[src/rtl/pwr_state_pkg.sv]
package pwr_state_pkg;

  typedef enum logic [2:0] {
    PS_RUN      = 3'd0,
    PS_HALT     = 3'd1,
    PS_STOP     = 3'd2,
    PS_HALT_SNP = 3'd3,
    PS_STOP_SNP = 3'd4
  } pstate_e;

  typedef enum logic [1:0] {
    SQ_IDLE = 2'd0,
    SQ_ACK  = 2'd1,
    SQ_WAIT = 2'd2
  } stopseq_e;

  localparam int IRQ_N = 4;

  // lowest set bit wins: bit 0 has the highest priority
  function automatic logic [IRQ_N-1:0] first_pending(input logic [IRQ_N-1:0] p);
    return p & (~p + 1'b1);
  endfunction

  function automatic logic gate_open(input pstate_e s);
    return !((s == PS_STOP) || (s == PS_STOP_SNP));
  endfunction

endpackage

[src/rtl/pwr_delay_cnt.sv]
module pwr_delay_cnt #(
  parameter int DELAY = 20
) (
  input  logic clk,
  input  logic rst_n,
  input  logic start,
  input  logic abort,
  output logic busy,
  output logic done
);
  localparam int CW = (DELAY > 1) ? $clog2(DELAY) : 1;
  localparam logic [CW-1:0] LOAD = CW'(DELAY - 1);

  logic [CW-1:0] cnt_q;
  logic          busy_q;

  always_ff @(posedge clk) begin
    if (!rst_n) begin
      busy_q <= 1'b0;
      cnt_q  <= '0;
    end else if (abort) begin
      busy_q <= 1'b0;
    end else if (start) begin
      busy_q <= 1'b1;
      cnt_q  <= LOAD;
    end else if (busy_q && cnt_q != '0) begin
      cnt_q <= cnt_q - 1'b1;
    end else if (busy_q) begin
      busy_q <= 1'b0;
    end
  end

  assign busy = busy_q;
  assign done = busy_q && (cnt_q == '0);

  assert_cnt_bound_R4: assert property (@(posedge clk) disable iff (!rst_n)
    busy_q |-> (cnt_q <= LOAD));

  assert_done_single_R4: assert property (@(posedge clk) disable iff (!rst_n)
    done |=> !done);

endmodule

[src/rtl/pwr_irq_latch.sv]
module pwr_irq_latch
  import pwr_state_pkg::*;
(
  input  logic             clk,
  input  logic             rst_n,
  input  logic [IRQ_N-1:0] irq_n,
  input  logic             deliver_en,
  output logic             pend_any,
  output logic [IRQ_N-1:0] deliver
);
  logic [IRQ_N-1:0] prev_q;
  logic [IRQ_N-1:0] pend_q;
  logic [IRQ_N-1:0] evt;

  assign evt     = prev_q & ~irq_n;
  assign deliver = deliver_en ? first_pending(pend_q) : '0;

  always_ff @(posedge clk) begin
    if (!rst_n) begin
      prev_q <= '1;
      pend_q <= '0;
    end else begin
      prev_q <= irq_n;
      pend_q <= (pend_q & ~deliver) | evt;
    end
  end

  assign pend_any = |pend_q;

  assert_one_hot_R10: assert property (@(posedge clk) disable iff (!rst_n)
    $onehot0(deliver));

  assert_cleared_R9: assert property (@(posedge clk) disable iff (!rst_n)
    (deliver != '0 && (evt & deliver) == '0) |=> ((pend_q & $past(deliver)) == '0));

endmodule

[src/rtl/pwr_seq_fsm.sv]
module pwr_seq_fsm
  import pwr_state_pkg::*;
(
  input  logic    clk,
  input  logic    rst_n,
  input  logic    halt_cycle,
  input  logic    stop_clk_n,
  input  logic    grant_rsp_done,
  input  logic    snp_seen,
  input  logic    snp_done,
  input  logic    bus_irq,
  input  logic    pend_any,
  input  logic    dly_done,
  output logic    dly_start,
  output logic    dly_abort,
  output pstate_e state,
  output logic    ack_req
);
  pstate_e  st_q, st_d;
  stopseq_e seq_q, seq_d;
  logic     from_halt_q, from_halt_d;

  always_ff @(posedge clk) begin
    if (!rst_n) begin
      if (st_q == PS_STOP && !stop_clk_n) st_q <= PS_STOP;
      else                                st_q <= PS_RUN;
      seq_q       <= SQ_IDLE;
      from_halt_q <= 1'b0;
    end else begin
      st_q        <= st_d;
      seq_q       <= seq_d;
      from_halt_q <= from_halt_d;
    end
  end

  always_comb begin
    st_d        = st_q;
    seq_d       = seq_q;
    from_halt_d = from_halt_q;
    dly_start   = 1'b0;
    dly_abort   = 1'b0;
    unique case (st_q)
      PS_RUN: begin
        if (!stop_clk_n) begin
          unique case (seq_q)
            SQ_IDLE: seq_d = SQ_ACK;
            SQ_ACK: if (grant_rsp_done) begin
              seq_d     = SQ_WAIT;
              dly_start = 1'b1;
            end
            SQ_WAIT: if (dly_done) begin
              st_d        = PS_STOP;
              seq_d       = SQ_IDLE;
              from_halt_d = 1'b0;
            end
            default: seq_d = SQ_IDLE;
          endcase
        end else begin
          seq_d     = SQ_IDLE;
          dly_abort = (seq_q == SQ_WAIT);
          if (halt_cycle) st_d = PS_HALT;
        end
      end
      PS_HALT: begin
        if (pend_any || bus_irq) begin
          st_d = PS_RUN;
        end else if (!stop_clk_n) begin
          st_d        = PS_STOP;
          from_halt_d = 1'b1;
        end else if (snp_seen) begin
          st_d = PS_HALT_SNP;
        end
      end
      PS_STOP: begin
        if (stop_clk_n) begin
          st_d        = from_halt_q ? PS_HALT : PS_RUN;
          from_halt_d = 1'b0;
        end else if (snp_seen) begin
          st_d = PS_STOP_SNP;
        end
      end
      PS_HALT_SNP: if (snp_done) st_d = PS_HALT;
      PS_STOP_SNP: if (snp_done) st_d = PS_STOP;
      default:     st_d = PS_RUN;
    endcase
  end

  assign state   = st_q;
  assign ack_req = (st_q == PS_RUN) && (seq_q == SQ_ACK);

  assert_halt_entry_R2: assert property (@(posedge clk) disable iff (!rst_n)
    ($past(rst_n) && $past(st_q) == PS_RUN && st_q == PS_HALT) |-> $past(halt_cycle));

  assert_stop_after_count_R4: assert property (@(posedge clk) disable iff (!rst_n)
    ($past(rst_n) && $past(st_q) == PS_RUN && st_q == PS_STOP) |-> $past(dly_done));

  assert_snoop_return_R7: assert property (@(posedge clk) disable iff (!rst_n)
    ($past(rst_n) && $past(st_q) == PS_HALT_SNP && st_q != PS_HALT_SNP) |-> (st_q == PS_HALT));

  assert_reset_keeps_stop_R11: assert property (@(posedge clk) disable iff (!rst_n)
    (!$past(rst_n) && $past(st_q) == PS_STOP && !$past(stop_clk_n)) |-> (st_q == PS_STOP));

endmodule

[src/rtl/pwr_state_ctrl.sv]
module pwr_state_ctrl
  import pwr_state_pkg::*;
#(
  parameter int GRANT_DELAY = 20
) (
  input  logic       clk,
  input  logic       rst_n,
  input  logic       halt_cycle,
  input  logic       stop_clk_n,
  input  logic       grant_rsp_done,
  input  logic       snp_seen,
  input  logic       snp_done,
  input  logic       bus_irq,
  input  logic       irq_init_n,
  input  logic       irq_smi_n,
  input  logic       irq_nmi_n,
  input  logic       irq_intr_n,
  output logic [2:0] pstate,
  output logic       core_clk_en,
  output logic       grant_ack_req,
  output logic [3:0] irq_take
);
  pstate_e          state;
  logic             pend_any;
  logic             dly_start, dly_abort, dly_busy, dly_done;
  logic [IRQ_N-1:0] irq_lines;

  assign irq_lines = {irq_intr_n, irq_nmi_n, irq_smi_n, irq_init_n};

  pwr_seq_fsm u_fsm (
    .clk            (clk),
    .rst_n          (rst_n),
    .halt_cycle     (halt_cycle),
    .stop_clk_n     (stop_clk_n),
    .grant_rsp_done (grant_rsp_done),
    .snp_seen       (snp_seen),
    .snp_done       (snp_done),
    .bus_irq        (bus_irq),
    .pend_any       (pend_any),
    .dly_done       (dly_done),
    .dly_start      (dly_start),
    .dly_abort      (dly_abort),
    .state          (state),
    .ack_req        (grant_ack_req)
  );

  pwr_delay_cnt #(.DELAY(GRANT_DELAY)) u_dly (
    .clk   (clk),
    .rst_n (rst_n),
    .start (dly_start),
    .abort (dly_abort),
    .busy  (dly_busy),
    .done  (dly_done)
  );

  pwr_irq_latch u_irq (
    .clk        (clk),
    .rst_n      (rst_n),
    .irq_n      (irq_lines),
    .deliver_en (state == PS_RUN),
    .pend_any   (pend_any),
    .deliver    (irq_take)
  );

  assign pstate      = state;
  assign core_clk_en = gate_open(state);

  assert_no_take_asleep_R8: assert property (@(posedge clk) disable iff (!rst_n)
    (irq_take != '0) |-> (state == PS_RUN));

  assert_gate_closed_R13: assert property (@(posedge clk) disable iff (!rst_n)
    $fell(core_clk_en) |-> ($past(dly_busy) || $past(state) == PS_HALT));

  assert_busy_only_run_R12: assert property (@(posedge clk) disable iff (!rst_n)
    dly_busy |-> (state == PS_RUN));

endmodule

[config.mk]
export PLATFORM = sky130hd
export DESIGN_NAME = pwr_state_ctrl
export DESIGN_NICKNAME = d
export VERILOG_FILES = /design/src/rtl/pwr_state_pkg.sv /design/src/rtl/pwr_delay_cnt.sv /design/src/rtl/pwr_irq_latch.sv /design/src/rtl/pwr_seq_fsm.sv /design/src/rtl/pwr_state_ctrl.sv
export SDC_FILE = /design/constraint.sdc
export NUM_CORES = 1
export LEC_CHECK = 0
export BUFFER_PORTS_ARGS = -buffer_cell sky130_fd_sc_hd__buf_2
export CAP_MARGIN = 40
export CORE_ASPECT_RATIO = 0.8
export CORE_UTILIZATION = 56
export CTS_BUF_LIST = sky130_fd_sc_hd__clkbuf_8
export CTS_CLUSTER_DIAMETER = 120
export DETAILED_ROUTE_END_ITERATION = 8
export PLACE_DENSITY = 0.81
export SYNTH_ARGS = -nofsm -noshare
export SYNTH_HDL_FRONTEND = slang
export SYNTH_SLANG_ARGS = --single-unit
[constraint.sdc]
create_clock -name clk -period 2.5 [get_ports clk]
set_input_delay 0.625 -clock clk [delete_from_list [all_inputs] [get_ports clk]]
set_output_delay 0.625 -clock clk [all_outputs]
set_load 0.02 [all_outputs]
Word level (Yosys, flattened, before mapping)
Cells that the tools add are included.
Word-level totals
  output and inout port bits: 9
  register bits after elaboration: 20
  bits of input ports: 12
  word-level logic and storage cells: 97
Cells by class
  reduce and logical (&&, ||, !) cells: 20
  $add $sub $neg: 2
  bitwise logic cells: 9
  multiplexer cells: 37
  equality and inequality tests: 22
Operators with widths (number)
  $mux 3: 12
  $ne 4x4->1 const B: 4
  $mux 1: 15
  $pmux 3 s5: 1
  $ne 2x2->1 const B: 7
  $reduce_and 7->1: 2
  $and 4x4->4: 3
  $ne 3x3->1 const B: 4
  $not 4->4: 3
  $mux 5: 2
  $mux 2: 4
  $eq 3x2->1 const B: 2
  $pmux 2 s3: 1
  $logic_not 5->1: 1
  $ne 5x4->1 const B: 1
  $reduce_bool 5->1: 1
  $sub 5x1->5 const B: 1
  $add 4x1->4 const B: 1
  $logic_and 1x1->1: 4
  $mux 4: 1
  $or 4x4->4: 1
  $reduce_or 4->1: 1
  $eq 3x1->1 const B: 1
  $eq 3x3->1 const B: 1
  13 further kinds: 16

Longest topological paths before layout
  depth in word-level cells: 7
  gate-level depth with buffers: 6
  mapped depth without buffers: 6

Modules after synthesis
Synthesis repeated with hierarchy kept, for this count alone.
Second synthesis, totals
  cell total of the unflattened synthesis: 124
  area total of the unflattened synthesis: 1148.6 µm²
By module, submodules not included
  pwr_seq_fsm: cells an instance 53, area each 498.0 µm², instances 1, seq. area each 150.1 µm²
  pwr_delay_cnt: cells an instance 34, area each 317.8 µm², instances 1, seq. area each 120.1 µm²
  pwr_irq_latch: cells an instance 34, area each 312.8 µm², instances 1, seq. area each 160.2 µm²
  pwr_state_ctrl: cells an instance 3, area each 20.0 µm², instances 1, seq. area each 0.0 µm²

Worst setup path after synthesis
OpenSTA, ideal clock, no wires.
  path type: reg2out
  start point: reg u_fsm.st_q[1] (netlist: u_fsm.state[1])
  end point: out irq_take[3]
  stages on the path, launching flop included: 6
  data required time: 1.875 ns
  path buffers: 2
  data arrival time: 1.838 ns
  path slack: 0.037 ns
  path through: edfxtp_1 > buf_6 > or3_1 > buf_2 > or3_4 > nor3b_2
On the way
  cells in the longest elaborated chain, start to end: 2
Ends and longest elaborated chain
  start: declaration: RTL line pwr_seq_fsm.sv:19  | pstate_e st_q, st_d;
  start signal: assignment: RTL line pwr_seq_fsm.sv:30  | st_q <= st_d;
  $logic_not 3->1: RTL line pwr_state_ctrl.sv:60  | .deliver_en (state == PS_RUN),
  $mux 4: RTL line pwr_irq_latch.sv:16  | assign deliver = deliver_en ? first_pending(pend_q) : '0;
  end: declaration: RTL line pwr_state_ctrl.sv:21  | output logic [3:0] irq_take
No other way between the ends.

Final worst setup path
  start point: reg u_fsm.st_q[0] (netlist: u_fsm.state[0])
  end point: out irq_take[3]
Same word-level chain as after synthesis.

==> results.toml <==
[cts]
cts_buffers = 3
cts_sinks = 20
cts_resized = 0
clk_pin_slew_ns = 0.07
cts_max_level = 1
hold_buffers = 0
worstSkewPairLatency_ns = 0.25
cts_tree = "done"
cts-root-buf = "clkbuf_8"
cts_buffer_depth = 2
cts_setup_buffers = 0

[finish]
area_growth_pct = 16.7
num_antenna_cells = 0
fin_util = 0.722
nNetsFinal = 155
fin_cells = 163
drive_gt1_frac = 0.227
seq_area_um2 = 430
multi_input_area_um2 = 551
num-fill-cells = 144

[logic_synthesis]
synth_edf_count = 3
async_flop_share = 0
synthDistinctLibCells = 42
ys_warn_count = 0
synth_ff_type = "dfxtp_1"
synth_cells = 118
syn_area_per_cell_um2 = 8.86
synth_area_mm2 = 0.00105
syn_nets = 131
synth_seq_cells = 20
synth-seq-area-share = 0.411

[critical_path]
r2r_setup_slack_ns = 0.43
crit_type = "reg2out"
crit_family = "simple AND/OR/NAND/NOR gates"
critPathRequiredTime_ns = 1.88
cp-end-kind = "output port"
r2r_end = "u_fsm.state[1]"
max_stage_delay_ns = 0.40
reg2regPathDepth = 6
path_cells = "or3_1, or3_4, nor3b_2, buf_2"
timing.rr.start = "u_dly.cnt_q[0]"
cp-start-kind = "flip-flop"
cp_max_fo = 4
critPathBufInv = 1
arrival_ns = 1.76
slowest_stage = "or3_1"

[routing]
drt-total-wl_mm = 2.41
antenna_left = 0
remaining_drc_errors = 0
routedWlPerCell_um = 14.8
vias = 942
drtPass1Iterations = 5
drtIter0Drc = 29
vias_per_cell = 5.78

[power]
worst_ir_drop_vdd_mv = 0.673
clock_power_share = 0.174
p_switching_uw = 474
switching_share = 0.399
power.share.combinational = 0.476
power.total_uw = 1190
internal-power_uw = 713
p_seq_frac = 0.349
pwr_density_cell_mw_per_mm2 = 972
p_leak_uw = 0.000510

[hold_path]
min_to = "u_irq.pend_q[1]"
whs_path_depth = 2
worst_hold_startpoint = "u_irq.prev_q[1]"
hold_class = "reg2reg"

[run]
cap_viol_max_count = 0

[sta]
setup_viol = 0
max_slew_margin = 0.671
fmax_mhz = 418
final-hold-violation-count = 0
setup_ws_ns = 0.110
clock_skew_ns = 0.00649
period_share = 0.956
tightest_slew_ns = 0.489
rsz0062_at_grt = "no"
final_max_slew_viol_count = 0
setup_tns_ns = 0
fin_crit_ns = 2.39

[global_route]
overflow = 0
track_usage = 0.262
grt_pass1_wl_mm = 3.82
antenna_found_initial = 0
grt_pass1_vias = 877
grt_start_max_net_pins = 22

[floorplanning]
die_y_um = 40.7
core_mm2 = 0.00169
die_w_um = 50.3
die_area_mm2 = 0.00205
num_rows = 13
start_util = 0.618
pin_count = 21

[placed_design]
gp_congestion = 0.769
dp_slack_ns = 0.392
io_buffers = 20
placed_cells = 159
dpl.hpwl_mm = 1.74

[run_status]
status = "completed"
-- power by group through the flow --
stage | clock (uW) | combinational [uW] | sequential [uW]
after floorplan | 0 | 349 | 463
after global placement | 0 | 535 | 416
after detailed placement | 0 | 556 | 422
after CTS | 212 | 562 | 414
after global routing | 226 | 620 | 419
final | 207 | 565 | 415
-- area by class of cell --
cell class / instances / area share
Clock inverter: 1 / 0.00307
Multi-Input combinational cell: 83 / 0.451
Sequential cell: 20 / 0.352
Inverter: 10 / 0.0307
Clock buffer: 3 / 0.0338
Tap cell: 22 / 0.0225
Timing Repair Buffer: 24 / 0.107
-- layer usage --
layer	track usage	part of all wire
met4	0.0625	0.0025
met3	0.0593	0.061
met2	0.493	0.50
met5	0	0
met1	0.314	0.44
-- sequential cells by signal, summed over array words and instances, names as in the netlist --
register / flops
u_dly.cnt_q: 5
u_irq.pend_q: 4
u_irq.prev_q: 4
u_fsm.state: 3
u_fsm.seq_q: 2
u_dly.busy: 1
u_fsm.from_halt_q: 1
-- worst reg2reg max path, stage by stage (launching register included) --
cell	delay (ns)
dfxtp_1	0.31
inv_1	0.09
ha_1	0.18
nor4b_2	0.32
a31oi_1	0.18
a32o_1	0.23
o21ai_0	0.42
-- logic make-up (layout without fill, tap and decap cells) --
| family | after synthesis | after routing | share of synthesized area |
|---|---|---|---|
| buffers and inverters | 15 | 38 | 0.0622 |
| XOR/XNOR | 3 | 3 | 0.0251 |
| AO/OA/AOI/OAI | 33 | 33 | 0.212 |
| adder cells (fa/ha/maj) | 1 | 1 | 0.0120 |
| AND/OR/NAND/NOR | 44 | 44 | 0.257 |
| flip-flops | 20 | 20 | 0.411 |
| multiplexers | 2 | 2 | 0.0203 |
-- synthesized netlist by cell type, types with 3 or more instances --
cell type   n  share of area
edfxtp_1    3          0.086
nor2b_1     7          0.042
nand2_1     6          0.022
o21ai_0     8          0.038
clkbuf_1    3          0.011
nand2b_1    7          0.042
or3_1       5          0.030
a21boi_0    5          0.036
a21oi_1     5          0.024
nor2_1      6          0.022
inv_1      10          0.036
dfxtp_1    17           0.33
-- stage by stage --
stage | hold WS (ns) | area (um^2)
floorplan | 0.430 | 1050
global placement | 0.440 | 1180
detailed placement | 0.454 | 1180
CTS | 0.479 | 1220
global route | 0.497 | 1220
finish | 0.474 | 1220
-- cells in the final DEF, fill, tap and decap left out, drive strengths merged --
cell	instances
buf	24
dfxtp	17
inv	11
o21ai	9
nand2b	7
nor2b	7
a21boi	7
nor2	6
nand2	6
or3	6
a21oi	6
clkbuf	3
edfxtp	3
a31oi	2
a32o	2
o22ai	2
nor4	2
xnor2	2
nor3	2
and3	1
or4	1
nor4b	1
and2	1
xor2	1
nor3b	1
nand4	1
a311o	1
nand3b	1
nand3	1
mux2i	1
a2111oi	1
a221oi	1
mux2	1
a211oi	1
o41ai	1
ha	1
-- worst max path at each step --
stage / cells after the start / slack, ns / start / endpoint
after floorplan: 5 / 0.04 / u_fsm.state[1] / irq_take[3]
after global placement: 4 / 0.43 / u_fsm.state[0] / irq_take[3]
after detailed placement: 4 / 0.39 / u_fsm.state[0] / irq_take[3]
after CTS: 4 / 0.10 / u_fsm.state[0] / irq_take[3]
after global routing: 4 / 0.04 / u_fsm.state[0] / irq_take[3]
final: 4 / 0.11 / u_fsm.state[0] / irq_take[3]
Note: power is estimated with default switching activity, not from simulation.
